$ cat src/rtl/pcm_rx_pkg.sv
package pcm_rx_pkg;

   typedef enum logic [1:0] {
      FMT_LJ   = 2'd0,
      FMT_I2S  = 2'd1,
      FMT_RJ16 = 2'd2,
      FMT_RJ24 = 2'd3
   } fmt_e;

   // Word-clock level that marks the left channel for a framing
   function automatic logic left_level(input fmt_e f);
      return (f == FMT_I2S) ? 1'b0 : 1'b1;
   endfunction

endpackage

$ cat src/rtl/pcm_rx_sync.sv
module pcm_rx_sync #(
   parameter int STAGES = 2
) (
   input  logic clk,
   input  logic rst_n,
   input  logic bclk_i,
   input  logic wclk_i,
   input  logic sdata_i,
   output logic bit_stb_o,
   output logic wsel_o,
   output logic dbit_o
);

   localparam int LAST = STAGES - 1;

   logic [STAGES-1:0] b_q, w_q, d_q;
   logic              b_last_q;

   generate
      if (STAGES < 2) begin : g_bad_stages
         $error("pcm_rx_sync: STAGES must be at least 2");
      end
      for (genvar g = 0; g < STAGES; g++) begin : g_stage
         if (g == 0) begin : g_first
            always_ff @(posedge clk) begin
               if (!rst_n) begin
                  b_q[0] <= 1'b0;
                  w_q[0] <= 1'b0;
                  d_q[0] <= 1'b0;
               end else begin
                  b_q[0] <= bclk_i;
                  w_q[0] <= wclk_i;
                  d_q[0] <= sdata_i;
               end
            end
         end else begin : g_next
            always_ff @(posedge clk) begin
               if (!rst_n) begin
                  b_q[g] <= 1'b0;
                  w_q[g] <= 1'b0;
                  d_q[g] <= 1'b0;
               end else begin
                  b_q[g] <= b_q[g-1];
                  w_q[g] <= w_q[g-1];
                  d_q[g] <= d_q[g-1];
               end
            end
         end
      end
   endgenerate

   always_ff @(posedge clk) begin
      if (!rst_n) b_last_q <= 1'b0;
      else        b_last_q <= b_q[LAST];
   end

   assign bit_stb_o = b_q[LAST] & ~b_last_q;
   assign wsel_o    = w_q[LAST];
   assign dbit_o    = d_q[LAST];

   // one bit-clock edge yields one strobe
   p_one_bit_per_edge_r11: assert property (@(posedge clk) disable iff (!rst_n)
      bit_stb_o |=> !bit_stb_o);

endmodule

$ cat src/rtl/pcm_rx_word.sv
module pcm_rx_word
   import pcm_rx_pkg::*;
#(
   parameter int WORD_W  = 24,
   parameter int SHORT_W = 16,
   parameter int IDX_W   = 8
) (
   input  logic              clk,
   input  logic              rst_n,
   input  logic              start_i,
   input  logic              take_i,
   input  logic              dbit_i,
   input  logic [IDX_W-1:0]  idx_i,
   input  fmt_e              fmt_i,
   output logic [WORD_W-1:0] word_o
);

   localparam int EXT_W = WORD_W - SHORT_W;

   fmt_e              fmt_q;
   logic [WORD_W-1:0] pos_q;   // position-indexed word (left-justified, I2S)
   logic [WORD_W-1:0] sh_q;    // running shifter (right-justified)
   logic [IDX_W-1:0]  slot_pos;

   generate
      if (SHORT_W >= WORD_W) begin : g_bad_short
         $error("pcm_rx_word: SHORT_W must be below WORD_W");
      end
      if (WORD_W < 2) begin : g_bad_word
         $error("pcm_rx_word: WORD_W too small");
      end
   endgenerate

   assign slot_pos = (fmt_q == FMT_I2S) ? idx_i - IDX_W'(1) : idx_i;

   always_ff @(posedge clk) begin
      if (!rst_n) begin
         fmt_q <= FMT_LJ;
         pos_q <= '0;
         sh_q  <= '0;
      end else if (start_i) begin
         fmt_q <= fmt_i;
         sh_q  <= {{(WORD_W-1){1'b0}}, dbit_i};
         pos_q <= (fmt_i == FMT_LJ) ? {dbit_i, {(WORD_W-1){1'b0}}} : '0;
      end else if (take_i) begin
         sh_q <= {sh_q[WORD_W-2:0], dbit_i};
         for (int k = 0; k < WORD_W; k++) begin
            if (slot_pos == IDX_W'(WORD_W-1-k)) pos_q[k] <= dbit_i;
         end
      end
   end

   always_comb begin
      unique case (fmt_q)
         FMT_RJ16: word_o = {{EXT_W{sh_q[SHORT_W-1]}}, sh_q[SHORT_W-1:0]};
         FMT_RJ24: word_o = sh_q;
         default:  word_o = pos_q;
      endcase
   end

endmodule

$ cat src/rtl/pcm_rx_deframe.sv
module pcm_rx_deframe
   import pcm_rx_pkg::*;
#(
   parameter int WORD_W   = 24,
   parameter int SHORT_W  = 16,
   parameter int MAX_SLOT = 128
) (
   input  logic              clk,
   input  logic              rst_n,
   input  logic              bit_stb_i,
   input  logic              wsel_i,
   input  logic              dbit_i,
   input  fmt_e              fmt_i,
   input  logic [1:0]        spd_i,
   output logic              valid_o,
   output logic [WORD_W-1:0] left_o,
   output logic [WORD_W-1:0] right_o
);

   localparam int IDX_W  = $clog2(MAX_SLOT + 1);
   localparam int LIM_SS = MAX_SLOT;
   localparam int LIM_DS = MAX_SLOT / 2;
   localparam int LIM_QS = MAX_SLOT / 4;

   generate
      if (LIM_QS < WORD_W + 1) begin : g_bad_slot
         $error("pcm_rx_deframe: MAX_SLOT too short for quad-speed framing");
      end
   endgenerate

   logic              have_ref_q, w_prev_q, in_slot_q, slot_left_q, left_ok_q;
   logic [IDX_W-1:0]  idx_q, limit;
   logic [WORD_W-1:0] left_hold_q, word;
   logic              boundary, take;

   always_comb begin
      unique case (spd_i)
         2'd0:    limit = IDX_W'(LIM_SS);
         2'd1:    limit = IDX_W'(LIM_DS);
         default: limit = IDX_W'(LIM_QS);
      endcase
   end

   assign boundary = bit_stb_i && have_ref_q && (wsel_i != w_prev_q);
   assign take     = bit_stb_i && in_slot_q && !boundary && (idx_q < limit);

   pcm_rx_word #(
      .WORD_W (WORD_W),
      .SHORT_W(SHORT_W),
      .IDX_W  (IDX_W)
   ) u_word (
      .clk    (clk),
      .rst_n  (rst_n),
      .start_i(boundary),
      .take_i (take),
      .dbit_i (dbit_i),
      .idx_i  (idx_q),
      .fmt_i  (fmt_i),
      .word_o (word)
   );

   always_ff @(posedge clk) begin
      if (!rst_n) begin
         have_ref_q  <= 1'b0;
         w_prev_q    <= 1'b0;
         in_slot_q   <= 1'b0;
         slot_left_q <= 1'b0;
         left_ok_q   <= 1'b0;
         idx_q       <= '0;
         left_hold_q <= '0;
         valid_o     <= 1'b0;
         left_o      <= '0;
         right_o     <= '0;
      end else begin
         valid_o <= 1'b0;
         if (bit_stb_i && !have_ref_q) begin
            have_ref_q <= 1'b1;
            w_prev_q   <= wsel_i;
         end
         if (boundary) begin
            w_prev_q    <= wsel_i;
            in_slot_q   <= 1'b1;
            idx_q       <= IDX_W'(1);
            slot_left_q <= (wsel_i == left_level(fmt_i));
            if (in_slot_q && slot_left_q) begin
               left_hold_q <= word;
               left_ok_q   <= 1'b1;
            end else begin
               left_ok_q <= 1'b0;
               if (in_slot_q && left_ok_q) begin
                  left_o  <= left_hold_q;
                  right_o <= word;
                  valid_o <= 1'b1;
               end
            end
         end else if (take) begin
            idx_q <= idx_q + IDX_W'(1);
         end
      end
   end

   // slot bit count stays within the speed-mode limit
   p_slot_limit_r9: assert property (@(posedge clk) disable iff (!rst_n)
      idx_q <= limit);

   // strobe lasts one cycle
   p_valid_pulse_r6: assert property (@(posedge clk) disable iff (!rst_n)
      valid_o |=> !valid_o);

   // samples hold between strobes
   p_hold_between_r6: assert property (@(posedge clk) disable iff (!rst_n)
      !valid_o |-> ($stable(left_o) && $stable(right_o)));

endmodule

$ cat src/rtl/pcm_serial_rx.sv
module pcm_serial_rx
   import pcm_rx_pkg::*;
#(
   parameter int WORD_W      = 24,
   parameter int SHORT_W     = 16,
   parameter int MAX_SLOT    = 128,
   parameter int SYNC_STAGES = 2
) (
   input  logic              clk,
   input  logic              rst_n,
   input  logic              bclk_i,
   input  logic              wclk_i,
   input  logic              sdata_i,
   input  logic [1:0]        fmt_i,
   input  logic [1:0]        speed_i,
   output logic [WORD_W-1:0] left_o,
   output logic [WORD_W-1:0] right_o,
   output logic              valid_o
);

   localparam int EXT_W = WORD_W - SHORT_W;

   logic bit_stb, wsel, dbit;

   pcm_rx_sync #(
      .STAGES(SYNC_STAGES)
   ) u_sync (
      .clk      (clk),
      .rst_n    (rst_n),
      .bclk_i   (bclk_i),
      .wclk_i   (wclk_i),
      .sdata_i  (sdata_i),
      .bit_stb_o(bit_stb),
      .wsel_o   (wsel),
      .dbit_o   (dbit)
   );

   pcm_rx_deframe #(
      .WORD_W  (WORD_W),
      .SHORT_W (SHORT_W),
      .MAX_SLOT(MAX_SLOT)
   ) u_deframe (
      .clk      (clk),
      .rst_n    (rst_n),
      .bit_stb_i(bit_stb),
      .wsel_i   (wsel),
      .dbit_i   (dbit),
      .fmt_i    (fmt_e'(fmt_i)),
      .spd_i    (speed_i),
      .valid_o  (valid_o),
      .left_o   (left_o),
      .right_o  (right_o)
   );

   // a 16-bit word leaves with its sign in the top bits
   p_sign_ext_r4: assert property (@(posedge clk) disable iff (!rst_n)
      (valid_o && fmt_i == 2'd2 && $past(fmt_i) == 2'd2) |->
         (left_o[WORD_W-1:SHORT_W]  == {EXT_W{left_o[SHORT_W-1]}} &&
          right_o[WORD_W-1:SHORT_W] == {EXT_W{right_o[SHORT_W-1]}}));

endmodule

$ cat config.mk
export PLATFORM = sky130hd
export DESIGN_NAME = pcm_serial_rx
export DESIGN_NICKNAME = d
export VERILOG_FILES = /design/src/rtl/pcm_rx_pkg.sv /design/src/rtl/pcm_rx_sync.sv /design/src/rtl/pcm_rx_word.sv /design/src/rtl/pcm_rx_deframe.sv /design/src/rtl/pcm_serial_rx.sv
export SDC_FILE = /design/constraint.sdc
export NUM_CORES = 1
export LEC_CHECK = 0
export BUFFER_PORTS_ARGS = -buffer_cell sky130_fd_sc_hd__buf_2
export CAP_MARGIN = 30
export CORE_ASPECT_RATIO = 1.1
export CORE_MARGIN = 2
export CORE_UTILIZATION = 40
export DETAILED_ROUTE_END_ITERATION = 6
export GPL_ROUTABILITY_DRIVEN = 0
export GPL_TIMING_DRIVEN = 1
export PLACE_DENSITY = 0.68
export REMOVE_ABC_BUFFERS = 1
export SYNTH_ARGS = -nofsm -noshare
export SYNTH_HDL_FRONTEND = slang
export SYNTH_SLANG_ARGS = --single-unit
$ cat constraint.sdc
create_clock -name clk -period 4.3 [get_ports clk]
set_clock_uncertainty 0.2 [all_clocks]
set_input_delay 0.86 -clock clk [delete_from_list [all_inputs] [get_ports clk]]
set_output_delay 0.86 -clock clk [all_outputs]
set_load 0.05 [all_outputs]
==> impl_metrics.py, run 1 <==
metrics = {
    "outcome": {
        "status": "completed",
    },
    "routing": {
        "drt_pass1_iterations": 5,
        "wirelength_um": 13000,
        "drc": 0,
        "vias_per_cell": 5.16,
        "initialDrtViolationCount": 241,
        "vias": 4814,
        "wl_per_cell_um": 14.0,
        "drtAntennaViolNets": 0,
    },
    "timing": {
        "hold_violations": 0,
        "holdWs_ns": 0.232,
        "max_freq_mhz": 335,
        "slew_viol_final": 0,
        "slew_headroom_pct": 44.2,
        "setup_viol": 0,
        "rsz0062_at_grt": "no",
        "finalCriticalPeriod_ns": 2.98,
        "finalCritPeriodShare_pct": 69.3,
        "tightest_slew_ns": 0.834,
        "fin_setup_tns_ns": 0,
    },
    "clock_network": {
        "postCtsSetupRepairBufs": 0,
        "cts-root-buf": "clkbuf_16",
        "cts_hold_buffers": 0,
        "htreeDepth": 4,
        "cts.path.max_buffers": 2,
        "clkLatencyLatePin_ns": 0.42,
        "cts_buffers": 17,
        "clock-sinks": 143,
        "clk_pin_slew_ns": 0.06,
        "cts_resized": 0,
        "cts_tree": "done",
    },
    "worst_setup_path": {
        "crit_chain": "buf_2 > or2_2 > ha_1 > and4bb_1 > a21boi_2 > o211ai_1 > o311ai_0 > o41ai_1",
        "worstSetupPathType": "in2reg",
        "crit_family": "compound AO/OA/AOI/OAI gates",
        "critPathBufInv": 1,
        "crit_slowest_cell": "o311ai_0",
        "worst_ep_required_time_ns": 4.37,
        "reg2regPathDepth": 7,
        "endpoint_kind": "flop",
        "path_max_fanout": 8,
        "rr_endpoint": "u_deframe.u_word.pos_q[23]$_SDFFE_PN0P_",
        "r2r_slack_ns": 1.45,
        "r2r-start": "u_deframe.idx_q[0]$_SDFFE_PN0P_",
        "start_kind": "input pin",
        "arrival_ns": 3.05,
        "slowest_delay_ns": 0.45,
    },
    "placed_design": {
        "dp_hpwl_um": 8710,
        "portBuffers": 57,
    },
    "synthesis": {
        "synth_edf_count": 0,
        "yosysSeqAreaShare_pct": 46.7,
        "synthArstFlopShare_pct": 0,
        "syn_area_um2": 6130,
        "synth-seq-cells": 143,
        "yosysUniqueCellTypes": 57,
        "synth-warning-count": 0,
        "ys.flop_type": "dfxtp_1",
        "syn_inst": 692,
        "synth.avg_cell_area_um2": 8.86,
    },
    "floorplan": {
        "initial_core_util_pct": 40.9,
        "rows": 47,
        "die_area_um2": 16300,
        "pin_count": 58,
        "dieWidth_um": 122,
        "core_um2": 15000,
        "dieHeight_um": 134,
    },
    "power_and_ir_drop": {
        "total_leakage_power_nw": 2.89,
        "netSwitchingFraction_pct": 19.7,
        "seqPwrFrac_pct": 47.5,
        "ir_drop_mv": 0.243,
        "clkPwrFrac_pct": 50.9,
        "p_comb_share_pct": 1.6,
        "internal-power_mw": 2.25,
        "p_per_area_nw_per_um2": 393,
        "switchingPower_mw": 0.553,
    },
    "finish": {
        "layout_common_cells": "nand2_1, dfxtp_1, buf_2",
        "nFillCells": 1445,
        "synthToLayoutAreaGrowth_pct": 16.3,
        "final_nets": 740,
        "final_layout_size_suffix_gt1_share_pct": 14.5,
        "n_antenna_cell": 0,
        "mostFrequentLayoutCell": "nand2_1",
    },
    "hold_path": {
        "hold_start": "u_sync.w_q[0]$_SDFF_PN0_",
        "worstHoldEndpoint": "u_sync.wsel_o$_SDFF_PN0_",
        "min_path_type": "reg2reg",
        "min_path_cells": 1,
    },
    "global_routing": {
        "grt_pass1_wl_um": 21900,
        "grt_use_total_pct": 16.8,
        "globalRouteOverflowTotal": 0,
        "grt_max_degree": 67,
        "antenna_found_initial": 0,
        "grt_pass1_vias": 4536,
    },
    "flow_run": {
        "drv_cap": 0,
    },
}
## final cells by class
cell class | count | area (um^2) | area share [%]
Timing Repair Buffer | 69 | 403 | 5.65
Clock buffer | 24 | 492 | 6.90
Tap cell | 196 | 245 | 3.44
Sequential cell | 143 | 2860 | 40.2
Inverter | 5 | 18.8 | 0.263
Multi-Input combinational cell | 491 | 3030 | 42.5
Clock inverter | 5 | 81.3 | 1.14
## synth_stat cells (all sizes together), types with 3 or more instances
library cell | number | area (um^2)
clkbuf | 34 | 128
o311ai | 9 | 78.8
and3 | 4 | 25.0
o41ai | 9 | 78.8
nor3 | 14 | 70.1
ha | 4 | 50.1
a21oi | 32 | 164
or3 | 5 | 31.3
xnor2 | 5 | 43.8
nor2 | 6 | 22.5
a21boi | 30 | 229
mux2i | 32 | 320
nand2 | 179 | 672
nor2b | 5 | 31.3
o21a | 3 | 22.5
o211ai | 5 | 37.5
buf | 19 | 93.8
o31ai | 4 | 43.8
and2 | 26 | 163
nand2b | 4 | 25.0
dfxtp | 143 | 2860
a211oi | 4 | 35.0
nand3 | 12 | 60.1
o21ai | 32 | 164
o211a | 34 | 340
inv | 4 | 15.0
## through the flow
step	cells	setup WS, ns	total power, mW	utilization (%)	instance area [um^2]
2_1_floorplan	639	1.27	1.38	-	5910
3_3_place_gp	902	0.992	1.41	43.4	6510
3_5_place_dp	903	0.874	1.41	43.5	6530
4_1_cts	932	1.35	2.83	47.4	7100
5_1_grt	933	1.16	2.90	47.5	7130
6_report	933	1.32	2.80	47.5	7130
## routing by layer
metal | GRT usage, % | wire length, um | vias up
met1 | 22.0 | 6370 | 2213
met4 | 7.54 | 259 | 0
met5 | 0 | 0 | -
met3 | 3.95 | 485 | 19
met2 | 26.3 | 5930 | 84
li1 | - | - | 2498
## state kept, by name (all words and copies together), names as in the netlist
| name | flops |
|---|---|
| u_deframe.have_ref_q | 1 |
| u_deframe.idx_q | 8 |
| u_deframe.in_slot_q | 1 |
| u_deframe.left_hold_q | 24 |
| u_deframe.left_o | 24 |
| u_deframe.left_ok_q | 1 |
| u_deframe.right_o | 24 |
| u_deframe.slot_left_q | 1 |
| u_deframe.u_word.fmt_q | 2 |
| u_deframe.u_word.pos_q | 24 |
| u_deframe.u_word.sh_q | 24 |
| u_deframe.valid_o | 1 |
| u_deframe.w_prev_q | 1 |
| u_sync.b_last_q | 1 |
| u_sync.b_q | 2 |
| u_sync.d_q | 1 |
| u_sync.dbit_o | 1 |
| u_sync.w_q | 1 |
| u_sync.wsel_o | 1 |
## worst max-delay path by stage
stage / from / end / slack, ns / cells after the start
global placement: speed_i[0] / u_deframe.u_word.pos_q[10]$_SDFFE_PN0P_ / 0.99 / 8
detailed placement: speed_i[0] / u_deframe.u_word.pos_q[14]$_SDFFE_PN0P_ / 0.87 / 8
floorplan: speed_i[0] / u_deframe.u_word.sh_q[0]$_SDFFE_PN0P_ / 1.27 / 6
global route: speed_i[0] / u_deframe.u_word.pos_q[12]$_SDFFE_PN0P_ / 1.16 / 8
CTS: speed_i[0] / u_deframe.u_word.pos_q[14]$_SDFFE_PN0P_ / 1.35 / 8
finish: speed_i[0] / u_deframe.u_word.pos_q[14]$_SDFFE_PN0P_ / 1.32 / 8
## power groups by stage
stage                     combinational, mW  clock [mW]  sequential, mW
after global routing                 0.0503        1.52            1.33
final                                0.0449        1.43            1.33
after CTS                            0.0456        1.45            1.33
after global placement               0.0457           0            1.36
after detailed placement             0.0458           0            1.36
after floorplan                      0.0206           0            1.36
## kinds of logic (layout without fill, tap and decap cells)
kind of cell             count (synthesis)  after routing  synth area share, %
multiplexers                            32             32                 5.23
XOR/XNOR                                 7              7                 1.00
AO/OA/AOI/OAI                          171            171                 20.6
adder cells (fa/ha/maj)                  4              4                0.817
flip-flops                             143            143                 46.7
buffers and inverters                   58            103                 3.92
AND/OR/NAND/NOR                        277            277                 21.7
(Power assumes the default switching activity.)
==> run 2: changes to the inputs <==
--- a/config.mk
+++ b/config.mk
@@ -5,6 +5,7 @@
 export SDC_FILE = /design/constraint.sdc
 export NUM_CORES = 1
 export LEC_CHECK = 0
+export ABC_AREA = 1
 export BUFFER_PORTS_ARGS = -buffer_cell sky130_fd_sc_hd__buf_2
 export CAP_MARGIN = 30
 export CORE_ASPECT_RATIO = 1.1
@@ -13,7 +14,7 @@
 export DETAILED_ROUTE_END_ITERATION = 6
 export GPL_ROUTABILITY_DRIVEN = 0
 export GPL_TIMING_DRIVEN = 1
-export PLACE_DENSITY = 0.68
+export PLACE_DENSITY = 0.67
 export REMOVE_ABC_BUFFERS = 1
 export SYNTH_ARGS = -nofsm -noshare
 export SYNTH_HDL_FRONTEND = slang
==> constraint.sdc (replaced) <==
create_clock -name clk -period 3 [get_ports clk]
set_clock_uncertainty 0.2 [all_clocks]
set_input_delay 0.6 -clock clk [delete_from_list [all_inputs] [get_ports clk]]
set_output_delay 0.6 -clock clk [all_outputs]
set_load 0.05 [all_outputs]
==> run 2 against run 1 <==
Effect of this change: hold slack worse by 0.076 ns; routed wire length is 2.3% higher; setup slack worse by 0.80 ns; sequential share of layout area is 0.27 points lower; sequential power is 44% higher; largest power group unchanged; core utilization hardly changed; design area is 0.68% higher; critical path depth is 4 higher.
==> impl_metrics.py, run 2 <==
metrics = {
    "synthesis": {
        "synthArstFlopShare_pct": 0,
        "synth_top_area_share_pct": 46.1,
        "synth_common_cells": "inv_1, nand2_1, dfxtp_1",
        "synth-warning-count": 0,
        "synth_top_cell_by_area": "dfxtp_1",
        "syn_area_um2": 6210,
        "synth.avg_cell_area_um2": 7.07,
        "yosysSeqAreaShare_pct": 46.1,
        "synthTopCellsByArea": "dfxtp_1, inv_1, nand2_1, a21oi_1, o21ai_0",
        "synth-seq-cells": 143,
        "ys.flop_type": "dfxtp_1",
        "yosysUniqueCellTypes": 32,
        "synth_edf_count": 0,
        "syn_inst": 878,
    },
    "worst_setup_path": {
        "worstSetupPathType": "reg2reg",
        "path_max_fanout": 16,
        "crit_chain": "inv_1 > ha_1 > nand3_1 > nor2_2 > o21ai_0 > nand2_1 > nand3_1 > nor3_4 > nand2_1 > nand2_1 > inv_1 > nor2_1",
        "worst_ep_required_time_ns": 3.16,
        "crit_start": "u_deframe.idx_q[0]$_SDFFE_PN0P_",
        "r2r-start": "u_deframe.idx_q[0]$_SDFFE_PN0P_",
        "rr_endpoint": "u_deframe.u_word.pos_q[1]$_SDFFE_PN0P_",
        "crit_slowest_cell": "nor3_4",
        "cp_common_cell": "nand2_1",
        "critPathBufInv": 2,
        "reg2regPathDepth": 12,
        "r2r_slack_ns": 0.51,
        "slowest_delay_ns": 0.52,
        "start_kind": "flop",
        "endpoint_kind": "flop",
        "crit_family": "simple AND/OR/NAND/NOR gates",
        "arrival_ns": 2.65,
    },
    "timing": {
        "finalCriticalPeriod_ns": 2.49,
        "max_freq_mhz": 402,
        "fin_setup_tns_ns": 0,
        "hold_violations": 0,
        "setup_viol": 0,
        "finalCritPeriodShare_pct": 82.8,
        "rsz0062_at_grt": "no",
        "holdWs_ns": 0.156,
        "slew_headroom_pct": 57.3,
        "setup_slack_ns": 0.515,
        "tightest_slew_ns": 0.638,
        "slew_viol_final": 0,
    },
    "clock_network": {
        "cts_tree": "done",
        "cts_hold_buffers": 0,
        "cts-root-buf": "clkbuf_16",
        "cts.path.max_buffers": 2,
        "cts_buffers": 17,
        "clock-sinks": 143,
        "htreeDepth": 4,
        "postCtsSetupRepairBufs": 0,
        "cts_resized": 0,
        "clk_pin_slew_ns": 0.06,
        "clkLatencyLatePin_ns": 0.42,
    },
    "global_routing": {
        "antenna_found_initial": 0,
        "grt_max_degree": 95,
        "busiest_layer": "met2",
        "use_met2_pct": 27.5,
        "met3_usage_pct": 5.15,
        "use_met1_pct": 21.4,
        "grt_use_total_pct": 17.2,
        "grt_pass1_wl_um": 22600,
        "grt_pass1_vias": 4854,
        "globalRouteOverflowTotal": 0,
    },
    "routing": {
        "vias": 5309,
        "wirelength_um": 13300,
        "drtAntennaViolNets": 0,
        "wl_per_cell_um": 11.9,
        "vias_per_cell": 4.74,
        "drc": 0,
        "initialDrtViolationCount": 240,
        "drt_pass1_iterations": 5,
    },
    "finish": {
        "final_nets": 926,
        "n_antenna_cell": 0,
        "synthToLayoutAreaGrowth_pct": 15.6,
        "regArea_um2": 2860,
        "fin_util_pct": 47.5,
        "final_layout_size_suffix_gt1_share_pct": 12.8,
        "nFillCells": 1503,
        "layout_common_cells": "inv_1, nand2_1, dfxtp_1",
        "design_area_um2": 7180,
        "stdcell_count": 1120,
        "multi_input_area_um2": 2560,
    },
    "power_and_ir_drop": {
        "ir_drop_mv": 0.446,
        "total_leakage_power_nw": 2.91,
        "p_total_mw": 3.96,
        "p_per_area_nw_per_um2": 552,
    },
    "hold_path": {
        "hold_start": "sdata_i",
        "worstHoldEndpoint": "u_sync.d_q[0]$_SDFF_PN0_",
        "min_path_cells": 3,
        "min_path_type": "in2reg",
    },
    "floorplan": {
        "dieWidth_um": 123,
        "initial_core_util_pct": 41.1,
        "dieHeight_um": 135,
        "die_area_um2": 16500,
        "pin_count": 58,
        "core_um2": 15100,
        "rows": 47,
    },
    "flow_run": {
        "drv_cap": 0,
    },
    "placed_design": {
        "dp_hpwl_um": 8750,
        "portBuffers": 57,
        "pre_cts_ws_ns": 0.208,
        "placedCellCount": 1090,
        "placed_area_um2": 6610,
    },
    "outcome": {
        "status": "completed",
    },
}
[run 2: cell count changes in the layout (fill, tap and decap cells not counted), moves of 32 or more]
cell / delta
a21oi_1: +74
inv_1: +141
mux2i_1: -32
nand2_1: -34
nor2_1: +85
o211a_1: -34
o21ai_0: +64
[run 2: layout make-up]
class | instances | area share (%)
clock inverters | 4 | 0.349
repair buffers | 67 | 5.37
multi-input cells | 536 | 35.7
well taps | 196 | 3.42
flip-flops and latches | 143 | 39.9
inverters | 148 | 7.74
clock buffers | 26 | 7.51
[run 2: logic make-up after synthesis]
family / synth area share (%)
compound gates: 19.8
xor+xnor: 0.282
fa+ha+maj: 0.806
buf+inv: 12.6
flops: 46.1
simple gates: 20.4
[run 2: tightest hold or removal path: cells and delay by family]
kind	cells	cell delay, ns
and+or+nand+nor	1	0.04
buffers and inverters	2	0.11
[run 2: worst max-delay path by stage]
stage,cells after the start,slack [ns],endpoint
global route,11,0.32,u_deframe.u_word.pos_q[0]$_SDFFE_PN0P_
floorplan,7,-0.92,u_deframe.left_o[0]$_SDFFE_PN0P_
CTS,12,0.55,u_deframe.u_word.pos_q[3]$_SDFFE_PN0P_
global placement,11,0.31,u_deframe.idx_q[5]$_SDFFE_PP0P_
detailed placement,11,0.21,u_deframe.idx_q[5]$_SDFFE_PP0P_
finish,12,0.51,u_deframe.u_word.pos_q[1]$_SDFFE_PN0P_
[run 2: metal layers]
| layer | wire length, um | share of wire [%] |
|---|---|---|
| met4 | 310 | 2.3 |
| met1 | 6370 | 48 |
| met3 | 574 | 4.3 |
| met5 | 0 | 0 |
| met2 | 6090 | 46 |
[run 2: where the power goes]
part | internal (mW) | leakage, nW | switching (mW)
combinational | 0.0273 | 1.48 | 0.0631
clock | 1.22 | 0.276 | 0.743
sequential | 1.91 | 1.15 | 0.00295
==> run 3: changes to the inputs <==
--- a/config.mk
+++ b/config.mk
@@ -5,7 +5,7 @@
 export SDC_FILE = /design/constraint.sdc
 export NUM_CORES = 1
 export LEC_CHECK = 0
-export ABC_AREA = 1
+export ABC_AREA = 0
 export BUFFER_PORTS_ARGS = -buffer_cell sky130_fd_sc_hd__buf_2
 export CAP_MARGIN = 30
 export CORE_ASPECT_RATIO = 1.1
@@ -14,7 +14,7 @@
 export DETAILED_ROUTE_END_ITERATION = 6
 export GPL_ROUTABILITY_DRIVEN = 0
 export GPL_TIMING_DRIVEN = 1
-export PLACE_DENSITY = 0.67
+export PLACE_DENSITY = 0.7
 export REMOVE_ABC_BUFFERS = 1
 export SYNTH_ARGS = -nofsm -noshare
 export SYNTH_HDL_FRONTEND = slang
==> constraint.sdc (replaced) <==
create_clock -name clk -period 2.2 [get_ports clk]
set_clock_uncertainty 0.2 [all_clocks]
set_input_delay 0.44 -clock clk [delete_from_list [all_inputs] [get_ports clk]]
set_output_delay 0.44 -clock clk [all_outputs]
set_load 0.05 [all_outputs]
==> run 3 against run 2 <==
Effect of this change: the run now ends with negative setup slack left; maximum frequency grew 11%; die area shrank 1.3%; design area grew 11%; critical path depth shrank 7; via count shrank 2.5%; clock-buffer cell count grew 1; core utilization grew 5.6 points; clock power grew 51%; sequential cell count is the same; final cell count shrank 11%.
==> impl_metrics.py, run 3 (same netlist as run 1, synthesis figures left out) <==
metrics = {
    "finish": {
        "final_nets": 797,
        "design_area_um2": 7960,
        "final_layout_size_suffix_gt1_share_pct": 25.6,
        "n_antenna_cell": 0,
        "mostFrequentLayoutCell": "nand2_1",
        "layout_common_cells": "nand2_1, dfxtp_1, buf_4",
        "synthToLayoutAreaGrowth_pct": 30.0,
        "stdcell_count": 992,
    },
    "clock_network": {
        "cts.path.max_buffers": 2,
        "clock-sinks": 143,
        "clkLatencyLatePin_ns": 0.42,
        "cts_buffers": 17,
        "cts-root-buf": "clkbuf_16",
        "htreeDepth": 4,
        "cts_tree": "done",
        "cts_hold_buffers": 0,
        "clk_pin_slew_ns": 0.06,
    },
    "global_routing": {
        "grt_max_degree": 58,
        "globalRouteOverflowTotal": 0,
        "grt_pass1_vias": 4523,
        "antenna_found_initial": 0,
        "grt_use_total_pct": 16.8,
        "grt_pass1_wl_um": 21900,
    },
    "floorplan": {
        "initial_core_util_pct": 40.9,
        "dieWidth_um": 122,
        "pin_count": 58,
        "rows": 47,
        "dieHeight_um": 134,
        "core_um2": 15000,
        "die_area_um2": 16300,
    },
    "outcome": {
        "status": "finished, violations left",
        "violations": "negative setup slack",
    },
    "placed_design": {
        "placed_area_um2": 6920,
        "placedCellCount": 948,
        "dp_hpwl_um": 9240,
        "pre_cts_ws_ns": -0.514,
        "portBuffers": 57,
    },
    "timing": {
        "finalCritPeriodShare_pct": 102,
        "hold_violations": 0,
        "tightest_slew_ns": 0.707,
        "max_freq_mhz": 445,
        "slew_headroom_pct": 52.9,
        "rsz0062_at_grt": "yes",
        "setup_viol": 7,
        "slew_viol_final": 0,
        "setup_slack_ns": -0.0479,
        "finalCriticalPeriod_ns": 2.25,
    },
    "hold_path": {
        "hold_start": "bclk_i",
        "min_path_type": "in2reg",
        "worstHoldEndpoint": "u_sync.b_q[0]$_SDFF_PN0_",
        "min_path_cells": 2,
    },
    "worst_setup_path": {
        "slowest_delay_ns": 0.49,
        "r2r_slack_ns": -0.05,
        "start_kind": "flop",
        "arrival_ns": 2.34,
        "crit_slowest_cell": "or3b_4",
        "path_max_fanout": 8,
        "worst_ep_required_time_ns": 2.29,
        "crit_chain": "or3b_4 > nor4_4 > o21bai_4 > o311ai_2 > o41ai_1",
        "rr_endpoint": "u_deframe.u_word.pos_q[9]$_SDFFE_PN0P_",
        "endpoint_kind": "flop",
        "reg2regPathDepth": 5,
        "r2r-start": "u_deframe.u_word.fmt_q[1]$_SDFFE_PN0P_",
        "worstSetupPathType": "reg2reg",
    },
    "routing": {
        "initialDrtViolationCount": 391,
        "vias_per_cell": 5.22,
        "wl_per_cell_um": 14.3,
        "vias": 5175,
        "wirelength_um": 14200,
        "drc": 0,
        "drt_pass1_iterations": 5,
        "drtAntennaViolNets": 0,
    },
    "flow_run": {
        "drv_cap": 0,
    },
    "power_and_ir_drop": {
        "p_per_area_nw_per_um2": 711,
        "total_leakage_power_nw": 3.26,
        "ir_drop_mv": 0.419,
    },
}
run 3: what timing repair did:
item                       CTS  global route
buffers inserted             4             8
pin swaps                    9            21
setup endpoints to repair   20            89
resized for setup           15            54
gates cloned                 0             1
run 3: cell type report:
| class | count | area [um^2] |
|---|---|---|
| tap | 196 | 245 |
| inverter | 5 | 18.8 |
| fill | 1321 | 7030 |
| clock buffer | 27 | 513 |
| clock inverter | 4 | 98.8 |
| sequential | 143 | 2870 |
| multi-input combinational | 491 | 3330 |
| timing repair buffer | 126 | 888 |
run 3: routing by layer:
metal / GRT usage, % / part of all wire [%] / vias to the layer above
li1: - / - / 2606
met1: 21.8 / 45 / 2442
met2: 26.4 / 48 / 101
met3: 4.55 / 4.0 / 26
met4: 7.02 / 2.3 / 0
met5: 0 / 0 / -
run 3: metrics by stage:
stage / power [mW] / util (%) / TNS [ns] / hold WS [ns]
floorplan: 2.70 / - / -35.91 / 0.212
global placement: 2.75 / 46.2 / -18.76 / 0.217
detailed placement: 2.75 / 46.2 / -20.77 / 0.226
CTS: 5.71 / 50.8 / -0.0188 / 0.00893
global route: 5.83 / 53.1 / -1.40 / 0.0231
finish: 5.66 / 53.1 / -0.153 / 0.0220
run 3: worst max path at each step:
stage	start	slack, ns	depth (start not counted)	to
final	u_deframe.u_word.fmt_q[1]$_SDFFE_PN0P_	-0.05	5	u_deframe.u_word.pos_q[9]$_SDFFE_PN0P_
after global routing	u_deframe.idx_q[7]$_SDFFE_PP0P_	-0.11	7	u_deframe.u_word.pos_q[11]$_SDFFE_PN0P_
after CTS	u_deframe.idx_q[0]$_SDFFE_PN0P_	-0.02	7	u_deframe.u_word.pos_q[23]$_SDFFE_PN0P_
after detailed placement	speed_i[0]	-0.51	9	u_deframe.u_word.pos_q[10]$_SDFFE_PN0P_
after global placement	speed_i[0]	-0.49	8	u_deframe.idx_q[7]$_SDFFE_PP0P_
after floorplan	u_deframe.u_word.fmt_q[1]$_SDFFE_PN0P_	-0.52	5	u_deframe.u_word.pos_q[23]$_SDFFE_PN0P_
run 3: critical path: cells and delay by family, from the launching register on:
kind,cells,cell delay [ns]
simple gates,2,0.87
compound gates,3,0.63
flops,1,0.42
run 3: power by group:
part	internal, mW	switching (mW)	total [mW]
Combinational	0.0373	0.0643	0.102
Clock	1.93	1.03	2.96
Sequential	2.60	0.00429	2.60
